`src/rtl/decoy_pkg.sv`:
```
package decoy_pkg;

  // register select codes on the write port
  typedef enum logic [2:0] {
    SEL_I_LO   = 3'd0,
    SEL_I_HI   = 3'd1,
    SEL_D_LO   = 3'd2,
    SEL_D_HI   = 3'd3,
    SEL_PERIOD = 3'd4,
    SEL_MODE   = 3'd5
  } cfg_sel_e;

  // number of windows: index 0 code side, index 1 data side
  localparam int NRANGE = 2;

  // mode word layout
  localparam int MODE_W   = 3;
  localparam int MB_TAINT = 0;
  localparam int MB_ISIDE = 1;
  localparam int MB_DSIDE = 2;
  localparam logic [MODE_W-1:0] MODE_RST = 3'b110;

endpackage

```
`src/rtl/decoy_cfg_regs.sv`:
```
module decoy_cfg_regs
  import decoy_pkg::*;
#(
  parameter int AW         = 32,
  parameter int CW         = 16,
  parameter int DEF_PERIOD = 1000
) (
  input  logic                       clk,
  input  logic                       rst,
  input  logic                       wr_en,
  input  logic [2:0]                 wr_sel,
  input  logic [AW-1:0]              wr_data,
  output logic [NRANGE-1:0][AW-1:0]  lo_nxt,
  output logic [NRANGE-1:0][AW-1:0]  hi_nxt,
  output logic [MODE_W-1:0]          mode_nxt,
  output logic [CW-1:0]              period,
  output logic                       range_wr
);

  logic [NRANGE-1:0][AW-1:0] lo_q;
  logic [NRANGE-1:0][AW-1:0] hi_q;
  logic [MODE_W-1:0]         mode_q;
  logic [CW-1:0]             period_q;

  // one low/high pair per window; next value merges the write in
  for (genvar r = 0; r < NRANGE; r++) begin : g_win
    logic wr_lo, wr_hi;
    assign wr_lo     = wr_en && (wr_sel == 3'(2*r));
    assign wr_hi     = wr_en && (wr_sel == 3'(2*r+1));
    assign lo_nxt[r] = wr_lo ? wr_data : lo_q[r];
    assign hi_nxt[r] = wr_hi ? wr_data : hi_q[r];

    always_ff @(posedge clk) begin
      if (rst) begin
        lo_q[r] <= '0;
        hi_q[r] <= '0;
      end else begin
        lo_q[r] <= lo_nxt[r];
        hi_q[r] <= hi_nxt[r];
      end
    end
  end

  assign mode_nxt = (wr_en && wr_sel == SEL_MODE) ? wr_data[MODE_W-1:0] : mode_q;
  assign range_wr = wr_en && (wr_sel <= SEL_D_HI);
  assign period   = period_q;

  always_ff @(posedge clk) begin
    if (rst) begin
      mode_q   <= MODE_RST;
      period_q <= CW'(DEF_PERIOD);
    end else begin
      mode_q <= mode_nxt;
      if (wr_en && wr_sel == SEL_PERIOD) period_q <= wr_data[CW-1:0];
    end
  end

endmodule

```
`src/rtl/decoy_range_match.sv`:
```
module decoy_range_match #(
  parameter int AW = 32
) (
  input  logic [AW-1:0] addr,
  input  logic [AW-1:0] lo,
  input  logic [AW-1:0] hi,
  output logic          hit
);

  // half-open window; hi <= lo can never satisfy both bounds
  assign hit = (addr >= lo) && (addr < hi);

endmodule

```
`src/rtl/decoy_wdog.sv`:
```
module decoy_wdog #(
  parameter int CW = 16
) (
  input  logic          clk,
  input  logic          rst,
  input  logic          start,
  input  logic          cancel,
  input  logic [CW-1:0] period,
  output logic          expire
);

  logic [CW-1:0] cnt;
  logic          run;

  assign expire = run && (cnt == CW'(1));

  always_ff @(posedge clk) begin
    if (rst || cancel) begin
      run <= 1'b0;
      cnt <= '0;
    end else if (start) begin
      run <= (period != '0);
      cnt <= period;
    end else if (run) begin
      if (cnt == CW'(1)) run <= 1'b0;
      cnt <= cnt - CW'(1);
    end
  end

endmodule

```
`src/rtl/decoy_arm_ctrl.sv`:
```
module decoy_arm_ctrl
  import decoy_pkg::*;
#(
  parameter int AW         = 32,
  parameter int CW         = 16,
  parameter int DEF_PERIOD = 1000
) (
  input  logic          clk,
  input  logic          rst,
  input  logic          cfg_wr_en,
  input  logic [2:0]    cfg_wr_sel,
  input  logic [AW-1:0] cfg_wr_data,
  input  logic          dec_valid,
  input  logic [AW-1:0] dec_pc,
  input  logic          dec_is_mem,
  input  logic          dec_is_branch,
  input  logic          dec_taint,
  output logic          inj_req,
  output logic          inj_iside,
  output logic          inj_dside,
  output logic          armed,
  output logic [AW-1:0] sweep_i_lo,
  output logic [AW-1:0] sweep_i_hi,
  output logic [AW-1:0] sweep_d_lo,
  output logic [AW-1:0] sweep_d_hi
);

  logic [NRANGE-1:0][AW-1:0] lo_nxt, hi_nxt;
  logic [NRANGE-1:0][AW-1:0] sh_lo, sh_hi;
  logic [MODE_W-1:0]         mode_nxt, sh_mode;
  logic [CW-1:0]             period;
  logic                      range_wr, wd_expire, arm_load;
  logic                      pc_hit, sel_ok, qualify;
  logic                      armed_q, inj_q, inj_i_q, inj_d_q;

  decoy_cfg_regs #(.AW(AW), .CW(CW), .DEF_PERIOD(DEF_PERIOD)) u_cfg (
    .clk(clk), .rst(rst),
    .wr_en(cfg_wr_en), .wr_sel(cfg_wr_sel), .wr_data(cfg_wr_data),
    .lo_nxt(lo_nxt), .hi_nxt(hi_nxt), .mode_nxt(mode_nxt),
    .period(period), .range_wr(range_wr)
  );

  decoy_wdog #(.CW(CW)) u_wdog (
    .clk(clk), .rst(rst),
    .start(qualify), .cancel(range_wr), .period(period),
    .expire(wd_expire)
  );

  decoy_range_match #(.AW(AW)) u_pc_match (
    .addr(dec_pc), .lo(sh_lo[0]), .hi(sh_hi[0]), .hit(pc_hit)
  );

  assign arm_load = range_wr || wd_expire;

  // shadow copies of the windows, refreshed on every arming
  for (genvar r = 0; r < NRANGE; r++) begin : g_shadow
    always_ff @(posedge clk) begin
      if (rst) begin
        sh_lo[r] <= '0;
        sh_hi[r] <= '0;
      end else if (arm_load) begin
        sh_lo[r] <= lo_nxt[r];
        sh_hi[r] <= hi_nxt[r];
      end
    end
  end

  always_ff @(posedge clk) begin
    if (rst)           sh_mode <= MODE_RST;
    else if (arm_load) sh_mode <= mode_nxt;
  end

  assign sel_ok  = sh_mode[MB_TAINT] ? dec_taint : pc_hit;
  // a window write in the same cycle takes priority over a request
  assign qualify = armed_q && dec_valid && (dec_is_mem || dec_is_branch)
                   && sel_ok && !range_wr;

  always_ff @(posedge clk) begin
    if (rst) begin
      armed_q <= 1'b0;
      inj_q   <= 1'b0;
      inj_i_q <= 1'b0;
      inj_d_q <= 1'b0;
    end else begin
      if (arm_load)     armed_q <= 1'b1;
      else if (qualify) armed_q <= 1'b0;
      inj_q   <= qualify;
      inj_i_q <= qualify && sh_mode[MB_ISIDE];
      inj_d_q <= qualify && sh_mode[MB_DSIDE];
    end
  end

  assign armed      = armed_q;
  assign inj_req    = inj_q;
  assign inj_iside  = inj_i_q;
  assign inj_dside  = inj_d_q;
  assign sweep_i_lo = sh_lo[0];
  assign sweep_i_hi = sh_hi[0];
  assign sweep_d_lo = sh_lo[1];
  assign sweep_d_hi = sh_hi[1];

endmodule

```
`config.mk`:
```
export PLATFORM = sky130hd
export DESIGN_NAME = decoy_arm_ctrl
export DESIGN_NICKNAME = d
export VERILOG_FILES = /design/src/rtl/decoy_pkg.sv /design/src/rtl/decoy_cfg_regs.sv /design/src/rtl/decoy_range_match.sv /design/src/rtl/decoy_wdog.sv /design/src/rtl/decoy_arm_ctrl.sv
export SDC_FILE = /design/constraint.sdc
export NUM_CORES = 1
export LEC_CHECK = 0
export ABC_CLOCK_PERIOD_IN_PS = 3600
export CAP_MARGIN = 5
export CORE_ASPECT_RATIO = 0.75
export CORE_MARGIN = 2
export CORE_UTILIZATION = 40
export DETAILED_ROUTE_END_ITERATION = 10
export SLEW_MARGIN = 20
export SYNTH_ARGS = -nofsm -noshare
export SYNTH_HDL_FRONTEND = slang
export SYNTH_SLANG_ARGS = --single-unit
```
`constraint.sdc`:
```
create_clock -name clk -period 3.6 [get_ports clk]
set_input_delay 0.72 -clock clk [delete_from_list [all_inputs] [get_ports clk]]
set_output_delay 0.72 -clock clk [all_outputs]
set_load 0.02 [all_outputs]
```
## Word level (Yosys, flattened, before mapping)

Index checks and enable logic that the tools add are counted.

- Register bits after elaboration: 299
- Output and inout bits: 132
- Word-level logic and storage cells: 63
- Input bits: 74

- Equality and inequality tests: 6
- Add/sub/neg operators: 1
- Order comparisons: 3
- Reduce and logical (&&, ||, !) cells: 23
- Multiplexer cells: 13

Operators by type and width:

| cell | number |
|---|---|
| 32-bit 2-to-1 mux | 4 |
| 32-bit >= comparator | 1 |
| 32-bit less-than comparator | 1 |
| 16-bit 2-to-1 mux | 2 |
| 16-bit by 1-bit equality test with 1-bit output (second input constant) | 1 |
| 16-bit nonzero test | 1 |
| 16-bit by 1-bit subtractor with 16-bit output (second input constant) | 1 |
| 1-bit logical AND | 15 |
| 3-bit by 2-bit equality test with 1-bit output (second input constant) | 2 |
| 3-bit equality test (second input constant) | 2 |
| 1-bit 2-to-1 mux | 6 |
| 2-bit nonzero test | 2 |
| 3-bit by 1-bit equality test with 1-bit output (second input constant) | 1 |
| 3-bit by 2-bit <= comparator with 1-bit output (second input constant) | 1 |
| 3-bit logical NOT | 1 |
| 1-bit logical OR | 3 |
| 3-bit 2-to-1 mux | 1 |
| 1-bit logical NOT | 1 |

## Logic depth before layout (Yosys ltp)

Gate-level depths: netlist (run 1).

- Depth in word-level cells: 7
- Depth in mapped cells: 11

## Modules after synthesis

Synthesis (run 1) repeated with hierarchy kept, for this count alone.

- Cell total of the unflattened synthesis: 1,601
- Area, all modules: 14,786.7 µm²

By module, submodules not included:

| module | cells an instance | seq. area each (µm²) | area each (µm²) | instances |
|---|---|---|---|---|
| decoy_cfg_regs | 674 | 2,942.8 | 7,504.7 | 1 |
| decoy_arm_ctrl | 582 | 2,702.6 | 4,669.5 | 1 |
| decoy_range_match | 223 | 0.0 | 1,562.7 | 1 |
| decoy_wdog | 122 | 340.3 | 1,049.8 | 1 |

## Worst setup path after synthesis (run 1)

Ideal clock, no wire load.

- Path kind: input to register
- Start point: input dec_pc[1]
- End point: register u_wdog.cnt[10]
- Stages: 9
- Data arrival time: 2.353 ns
- Setup slack: 1.175 ns
- Cells stage by stage: ha_1 -> a2111oi_4 -> nor3_1 -> o31ai_2 -> a21oi_1 -> nor3_2 -> buf_6 -> buf_12 -> mux2i_1

- Word-level cells in the longest chain between the ends: 6

RTL lines:

| what | line | RTL |
|---|---|---|
| from (decl) | decoy_arm_ctrl.sv:14 | `input logic [AW-1:0] dec_pc,` |
| 32-bit >= comparator / 32-bit less-than comparator (equally long branches) | decoy_range_match.sv:11 | `assign hit = (addr >= lo) && (addr < hi);` |
| 1-bit logical AND (*) | decoy_range_match.sv:11 |  |
| 1-bit 2-to-1 mux (*) | decoy_arm_ctrl.sv:73 | `assign sel_ok = sh_mode[MB_TAINT] ? dec_taint : pc_hit;` |
| 1-bit logical AND (*) (2 in a row) | decoy_arm_ctrl.sv:76 | `&& sel_ok && !range_wr;` |
| 16-bit 2-to-1 mux / 2-bit nonzero test (equally long branches) | - |  |
| to (signal assigned) | decoy_wdog.sv:23 | `cnt <= period;` |
| to (signal assigned) | decoy_wdog.sv:26 | `cnt <= cnt - CW'(1);` |
| to (decl) | decoy_wdog.sv:12 | `logic [CW-1:0] cnt;` |

Every way passes the cells marked *; elsewhere a longest branch is shown, timed or not.
A chain may end at the register's enable or synchronous reset.

## Worst setup path in the final report (run 1)

- Start point: input dec_pc[0]
- End point: register u_wdog.run

- Word-level cells in the longest chain between the ends: 6

RTL lines:

| what | line | RTL |
|---|---|---|
| 32-bit >= comparator / 32-bit less-than comparator (equally long branches) | decoy_range_match.sv:11 |  |
| 1-bit logical AND (*) | decoy_range_match.sv:11 |  |
| 1-bit 2-to-1 mux (*) | decoy_arm_ctrl.sv:73 |  |
| 1-bit logical AND (*) (2 in a row) | decoy_arm_ctrl.sv:76 |  |
| 1-bit 2-to-1 mux (*) | decoy_wdog.sv:21 | `end else if (start) begin` |
| to (signal assigned) | decoy_wdog.sv:22 | `run <= (period != '0);` |
| to (decl) | decoy_wdog.sv:13 | `logic run;` |

Marks and branches as above.

==> metrics, run 1 <==
status complete, no violations; remaining global-route overflow 0; sink count of the clock tree 299; boundary pin count 206; Global Route Usage Sum 19.2%; iteration-0 DRC count of the detailed router 539; Die Outline Area 33800 um^2; Seq pwr share 43.2%; highest clock frequency the design can meet 0.329 GHz; Max Slew Vio Count 0; capture endpoint of the worst hold path inj_iside; Setup WS pre-CTS 0.0818 ns; Longest Clk Path Bufs 3; leakage power 6.15 nW; # DRC 0; Distinct cells, synth 45; critical path start-end classification primary input to flop; source of the worst register-to-register timing path sweep_i_lo[11]; Post-Synthesis Mean Instance Area 9.94 um^2; count of endpoints failing hold in the final timing report 0; area growth from synthesis to layout 27.4%; clock latency of the later-clocked register in the worst-skew pair 0.52 ns; simple-gate share of the synthesized area 14.1%; input/output buffers 205; number of resized instances in the post-cts repair step 0; CTS buffer count 34; MaxCap Viol Count 0; highest-delay cell along the critical path o21ai_0; dominant combinational cell family by area after synthesis compound AO/OA/AOI/OAI gates; DIE WIDTH 212 um; part of the total power dissipated in combinational logic 12.9%; post-route fraction of the period consumed by the critical path 84.4%; Die Span Y 160 um; clock root buffer master clkbuf_16; Hold Path Origin sh_mode[1]; arithmetic-cell share of the synthesized area counting full adders, half adders and majority gates 6.28%; NetSw 2.05 mW; area used by multi-input combinational logic 6250 um^2; cell-by-cell trace of the critical path clkdlybuf4s50_1 > inv_1 > ha_1 > nor2b_1 > o21ai_0 > a211oi_1 > o21ai_0 > buf_4 > a31oi_1 > nor3_4 > buf_12 > mux2i_1; Hold Path Class flop to flop; top cell type by total area after synthesis dfxtp_1; Slew @ Worst Pin 0.705 ns; effective utilization at floorplan 40.3%; H-tree depth 2; CP Data Required Time 4.04 ns; Max FO, Critical Path 18; top cell type's share of synthesized area 46.2%; wire length reported by the detailed router 32.7 mm; clock-pin slew of the registers on the worst-case setup and hold paths 0.06 ns; fraction of layout cells with a size suffix above 1 13.5%; HPWL reported at the end of detailed placement 22.5 mm; remaining number of nets flagged by the antenna check after routing 0; via count of the first global-routing pass 9150; launching element type of the critical path primary input; final design instance area without fill 16500 um^2; count of buffers added by post-CTS timing repair for setup 0; Fin Setup TNS 0 ns; antenna violations before repair 2; core footprint 32100 um^2; storage element area 5990 um^2; final-layout fill cell count 2973; total nets after synthesis 1442; Avg WL per Cell 17.0 um; largest net degree at the start of global routing 120; total vias in the final route 9541; final setup skew 0.0115 ns; part of the Yosys area used for sequential elements 46.2%; Worst Reg-to-Reg Cells 11; count of cells along the worst hold path 1; global-route wire length before repair 51.1 mm; CTS tree built; part of the power in the clock network 43.9%; setup repair after global routing missed its margin false; number of flip-flops and latches in the synthesized netlist 299; synthesized area 12900 um^2; relative slew slack 52.9%; power density relative to cell area 494 nW/um^2; xor/xnor share of the synthesized area 0.947%; switching power as a share of total power 25.2%; Most common cell on crit path o21ai_0; share of the synthesized area in compound gates (AO/OA/AOI/OAI) 15.2%; worst-case setup margin in the final layout 0.562 ns; nets@finish 1619; instance area at placement 15300 um^2; routed via count divided by cell count 4.97; mux cell area share after synthesis 11.4%; iteration count of the initial detailed-routing pass 4; VDD IR-drop max 0.356 mV; number of buffers added to fix hold violations after cts 0; total of warnings raised by yosys 0; capture point of the worst reg-to-reg path u_wdog.cnt[9]; CP Data Arrival Time 3.48 ns; row cnt 57; Post-Syn Instances 1303; count of endpoints failing setup in the final report 0; crit-path max cell delay 0.56 ns; top cells by area in the synthesized netlist dfxtp_1, mux2i_1, a211oi_2; last weighted congestion value of the routability-driven placer 0.815; Reg2Reg Setup Slack 0.81 ns; crit path capture type flop; internal power summed over all cells 6.10 mW; time the worst path needs with I/O delays and setup 3.04 ns
-- cell families after synthesis --
kind of cell    count (synthesis)
compound gates                198
simple gates                  432
buf+inv                       147
flops                         299
mux                           148
fa+ha+maj                      65
xor+xnor                       14
-- layer usage --
layer | GRT usage (%) | up-vias | part of all wire (%)
li1 | - | 4843 | -
met1 | 27.4 | 4457 | 50
met2 | 28.7 | 202 | 42
met3 | 4.90 | 37 | 6.2
met4 | 4.83 | 2 | 1.5
met5 | 0 | - | 0.049
-- cells in the final DEF (no fill, tap or decap), drive strengths merged, types with 14 or more instances in the layout --
master	netlist	final
clkdlybuf4s50	0	204
a211oi	133	133
ha	65	65
nor2	274	274
dfxtp	299	299
inv	65	65
o21ai	14	14
buf	43	19
nand2	90	90
a21oi	35	35
clkbuf	39	51
mux2i	148	148
-- Yosys cell counts (all sizes together) --
cell type	n
dfxtp	299
nor2	274
mux2i	148
a211oi	133
nand2	90
ha	65
inv	65
buf	43
clkbuf	39
a21oi	35
o21ai	14
nand4	11
nor4	11
xor2	11
nor3	10
nand2b	8
nand3	8
nand3b	7
a21o	6
nor2b	3
xnor2	3
a221oi	2
and2	2
o2111ai	2
or4	2
a2111oi	1
a22oi	1
a311oi	1
a31oi	1
and3	1
and4	1
nand4b	1
nor3b	1
nor4b	1
o211ai	1
o31ai	1
or3	1
-- critical path: cells and delay by family --
kind,cells,cell delay [ns]
compound gates,4,1.05
fa+ha+maj,1,0.26
buf+inv,4,0.96
mux,1,0.21
simple gates,2,0.25
-- worst max path at each step --
stage	endpoint	slack (ns)	cells after the start	from
floorplan	u_wdog.cnt[10]	1.18	9	dec_pc[1]
finish	u_wdog.run	0.56	12	dec_pc[0]
detailed placement	u_wdog.cnt[12]	0.08	12	dec_pc[0]
CTS	u_wdog.cnt[12]	0.61	12	dec_pc[0]
global placement	u_wdog.cnt[7]	0.16	12	dec_pc[0]
global route	u_wdog.cnt[12]	0.46	12	dec_pc[0]
-- power groups by stage --
stage / Combinational (mW) / Clock [mW] / Sequential (mW)
6_report: 1.05 / 3.57 / 3.52
5_1_grt: 1.15 / 3.82 / 3.54
4_1_cts: 1.06 / 3.67 / 3.52
3_5_place_dp: 1.06 / 0 / 3.59
3_3_place_gp: 1.04 / 0 / 3.59
2_1_floorplan: 0.535 / 0 / 3.68
-- stage by stage --
step / cells / utilization [%] / power, mW / hold WS [ns]
2_1_floorplan: 1303 / - / 4.21 / 0.424
5_1_grt: 1919 / 51.4 / 8.50 / 0.487
3_3_place_gp: 1857 / 47.7 / 4.64 / 0.444
6_report: 1920 / 51.4 / 8.15 / 0.456
3_5_place_dp: 1857 / 47.7 / 4.65 / 0.442
4_1_cts: 1919 / 51.4 / 8.26 / 0.455
-- layout make-up --
type                            instances  share of cell area, %
Antenna cell                            1                 0.0152
Clock buffer                           51                   6.48
Sequential cell                       299                   36.3
Inverter                               65                   1.48
Multi-Input combinational cell        857                   37.9
Tap cell                              413                   3.13
Clock inverter                         11                  0.683
Timing Repair Buffer                  223                   14.0
-- flip-flops by register name (all words and copies together) (netlist names), 3 cells and up --
| name | flops |
|---|---|
| u_cfg.lo_q | 64 |
| sh_mode | 3 |
| sweep_d_lo | 32 |
| u_cfg.mode_q | 3 |
| u_wdog.cnt | 16 |
| sweep_i_lo | 32 |
| sweep_i_hi | 32 |
| u_cfg.period | 16 |
| sweep_d_hi | 32 |
| u_cfg.hi_q | 64 |
Note: power is estimated with default switching activity, not from simulation.
==> run 2: changes to the inputs <==
Settings changed: ABC_CLOCK_PERIOD_IN_PS 3600 to 2520.
Clock period 3.6 ns to 2.52 ns, I/O delays scaled along.
==> metrics, run 2 (same netlist as run 1, synthesis figures left out) <==
number of placed instances with taps included 1928; iteration count of the initial detailed-routing pass 4; highest-delay cell along the critical path clkdlybuf4s50_1; highest routing layer actually used met5; routed via count divided by cell count 5.01; CTS tree built; total vias in the final route 9955; via count of the first global-routing pass 9410; storage element area 5990 um^2; Avg WL per Cell 17.2 um; highest clock frequency the design can meet 0.405 GHz; Fin Setup TNS 0 ns; boundary pin count 206; H-tree depth 1; cell-by-cell trace of the critical path clkdlybuf4s50_1 > buf_4 > ha_1 > a2111oi_4 > nor3_1 > buf_4 > o31ai_4 > a21oi_2 > nor3_4 > buf_12 > buf_12 > mux2i_1; most used cells in the layout excluding fill and tap cells dfxtp_1, nor2_1, clkdlybuf4s50_1; Die Span Y 160 um; wire length on met2 14.7 mm; DIE WIDTH 212 um; Max FO, Critical Path 9; Die Outline Area 33800 um^2; Longest Clk Path Bufs 3; largest net degree at the start of global routing 64; time the worst path needs with I/O delays and setup 2.47 ns; launching element type of the critical path primary input; clock-pin slew of the registers on the worst-case setup and hold paths 0.06 ns; clock root buffer master clkbuf_16; area growth from synthesis to layout 33.2%; sink count of the clock tree 299; # DRC 0; MaxCap Viol Count 0; crit path capture type flop; final setup skew 0.0105 ns; worst-case hold slack 0.348 ns; critical path start-end classification primary input to flop; count of endpoints failing setup in the final report 0; CP Data Arrival Time 2.95 ns; Detail Route met3 WL 1.90 mm; biggest registers after layout u_cfg.hi_q: 64 flops, u_cfg.lo_q: 64 flops; fraction of layout cells with a size suffix above 1 18.2%; area used by multi-input combinational logic 6320 um^2; Max Slew Vio Count 0; post-route fraction of the period consumed by the critical path 97.9%; VDD IR-drop max 0.539 mV; count of endpoints failing hold in the final timing report 0; final-layout fill cell count 2895; non-filler cells in the finished layout 1987; remaining global-route overflow 0; CP Data Required Time 3.00 ns; iteration-0 DRC count of the detailed router 493; status complete, no violations; relative slew slack 63.9%; most common cell after layout, fill and taps aside dfxtp_1; last weighted congestion value of the routability-driven placer 0.813; power density relative to cell area 680 nW/um^2; Global Route Usage Sum 19.8%; CTS buffer count 30; nets@finish 1689; input/output buffers 205; Hold Path Class primary input to flop; Slew @ Worst Pin 0.542 ns; diode insertion count for antenna repair 0; leakage power 6.57 nW; wire length reported by the detailed router 34.2 mm; core footprint 32100 um^2; clock latency of the later-clocked register in the worst-skew pair 0.56 ns; row cnt 57; remaining number of nets flagged by the antenna check after routing 0; antenna violations before repair 2; met1 WL 17.1 mm; Worst Reg-to-Reg Cells 11; effective utilization at floorplan 40.3%; number of buffers added to fix hold violations after cts 0; crit-path max cell delay 0.44 ns; count of cells along the worst hold path 2; global-route wire length before repair 53.0 mm; HPWL reported at the end of detailed placement 24.0 mm
run 2: worst max-delay path, delay by kind of cell:
| family | cells | cell delay, ns |
|---|---|---|
| muxes | 1 | 0.20 |
| adders and majority gates | 1 | 0.22 |
| buffers and inverters | 5 | 1.01 |
| AOI/OAI and AO/OA | 3 | 0.73 |
| and+or+nand+nor | 2 | 0.27 |
run 2: stage by stage:
step | total power, mW | setup slack [ns] | util (%) | instance area (um^2)
final | 11.7 | 0.0525 | 53.8 | 17300
after global routing | 12.2 | -0.00431 | 53.8 | 17300
after CTS | 11.8 | 0.0392 | 53.4 | 17100
after detailed placement | 6.77 | -0.701 | 49.8 | 16000
after global placement | 6.75 | -0.628 | 49.8 | 16000
after floorplan | 6.02 | 0.311 | - | 12900
run 2: layout make-up:
| cell class | count | area share (%) |
|---|---|---|
| Clock inverter | 12 | 1.22 |
| Sequential cell | 299 | 34.7 |
| Multi-Input combinational cell | 857 | 36.6 |
| Timing Repair Buffer | 297 | 17.6 |
| Clock buffer | 44 | 5.36 |
| Inverter | 65 | 1.41 |
| Tap cell | 413 | 3.00 |
run 2: layer usage:
metal,global-route usage [%],up-vias
met5,0,-
met4,3.27,2
met3,4.42,37
met2,30.1,206
met1,28.9,4740
li1,-,4970
run 2: repair_timing:
action                     CTS  global route
pin swaps                    0             7
gates cloned                 0             2
buffers inserted             0             1
resized for setup            3            14
setup endpoints to repair   18            20
run 2: power breakdown:
| part | switching (mW) | total [mW] | internal, mW |
|---|---|---|---|
| sequential | 0.117 | 5.03 | 4.91 |
| clock | 1.89 | 5.03 | 3.14 |
| combinational | 0.899 | 1.66 | 0.765 |
run 2: final timing paths:
kind | from | endpoint | slack (ns)
min | rst | u_cfg.lo_q[39] | 0.35
min reg2reg | sh_mode[1] | inj_iside | 0.46
max | dec_pc[2] | u_wdog.cnt[15] | 0.05
max reg2reg | sweep_i_lo[13] | u_wdog.cnt[1] | 0.10
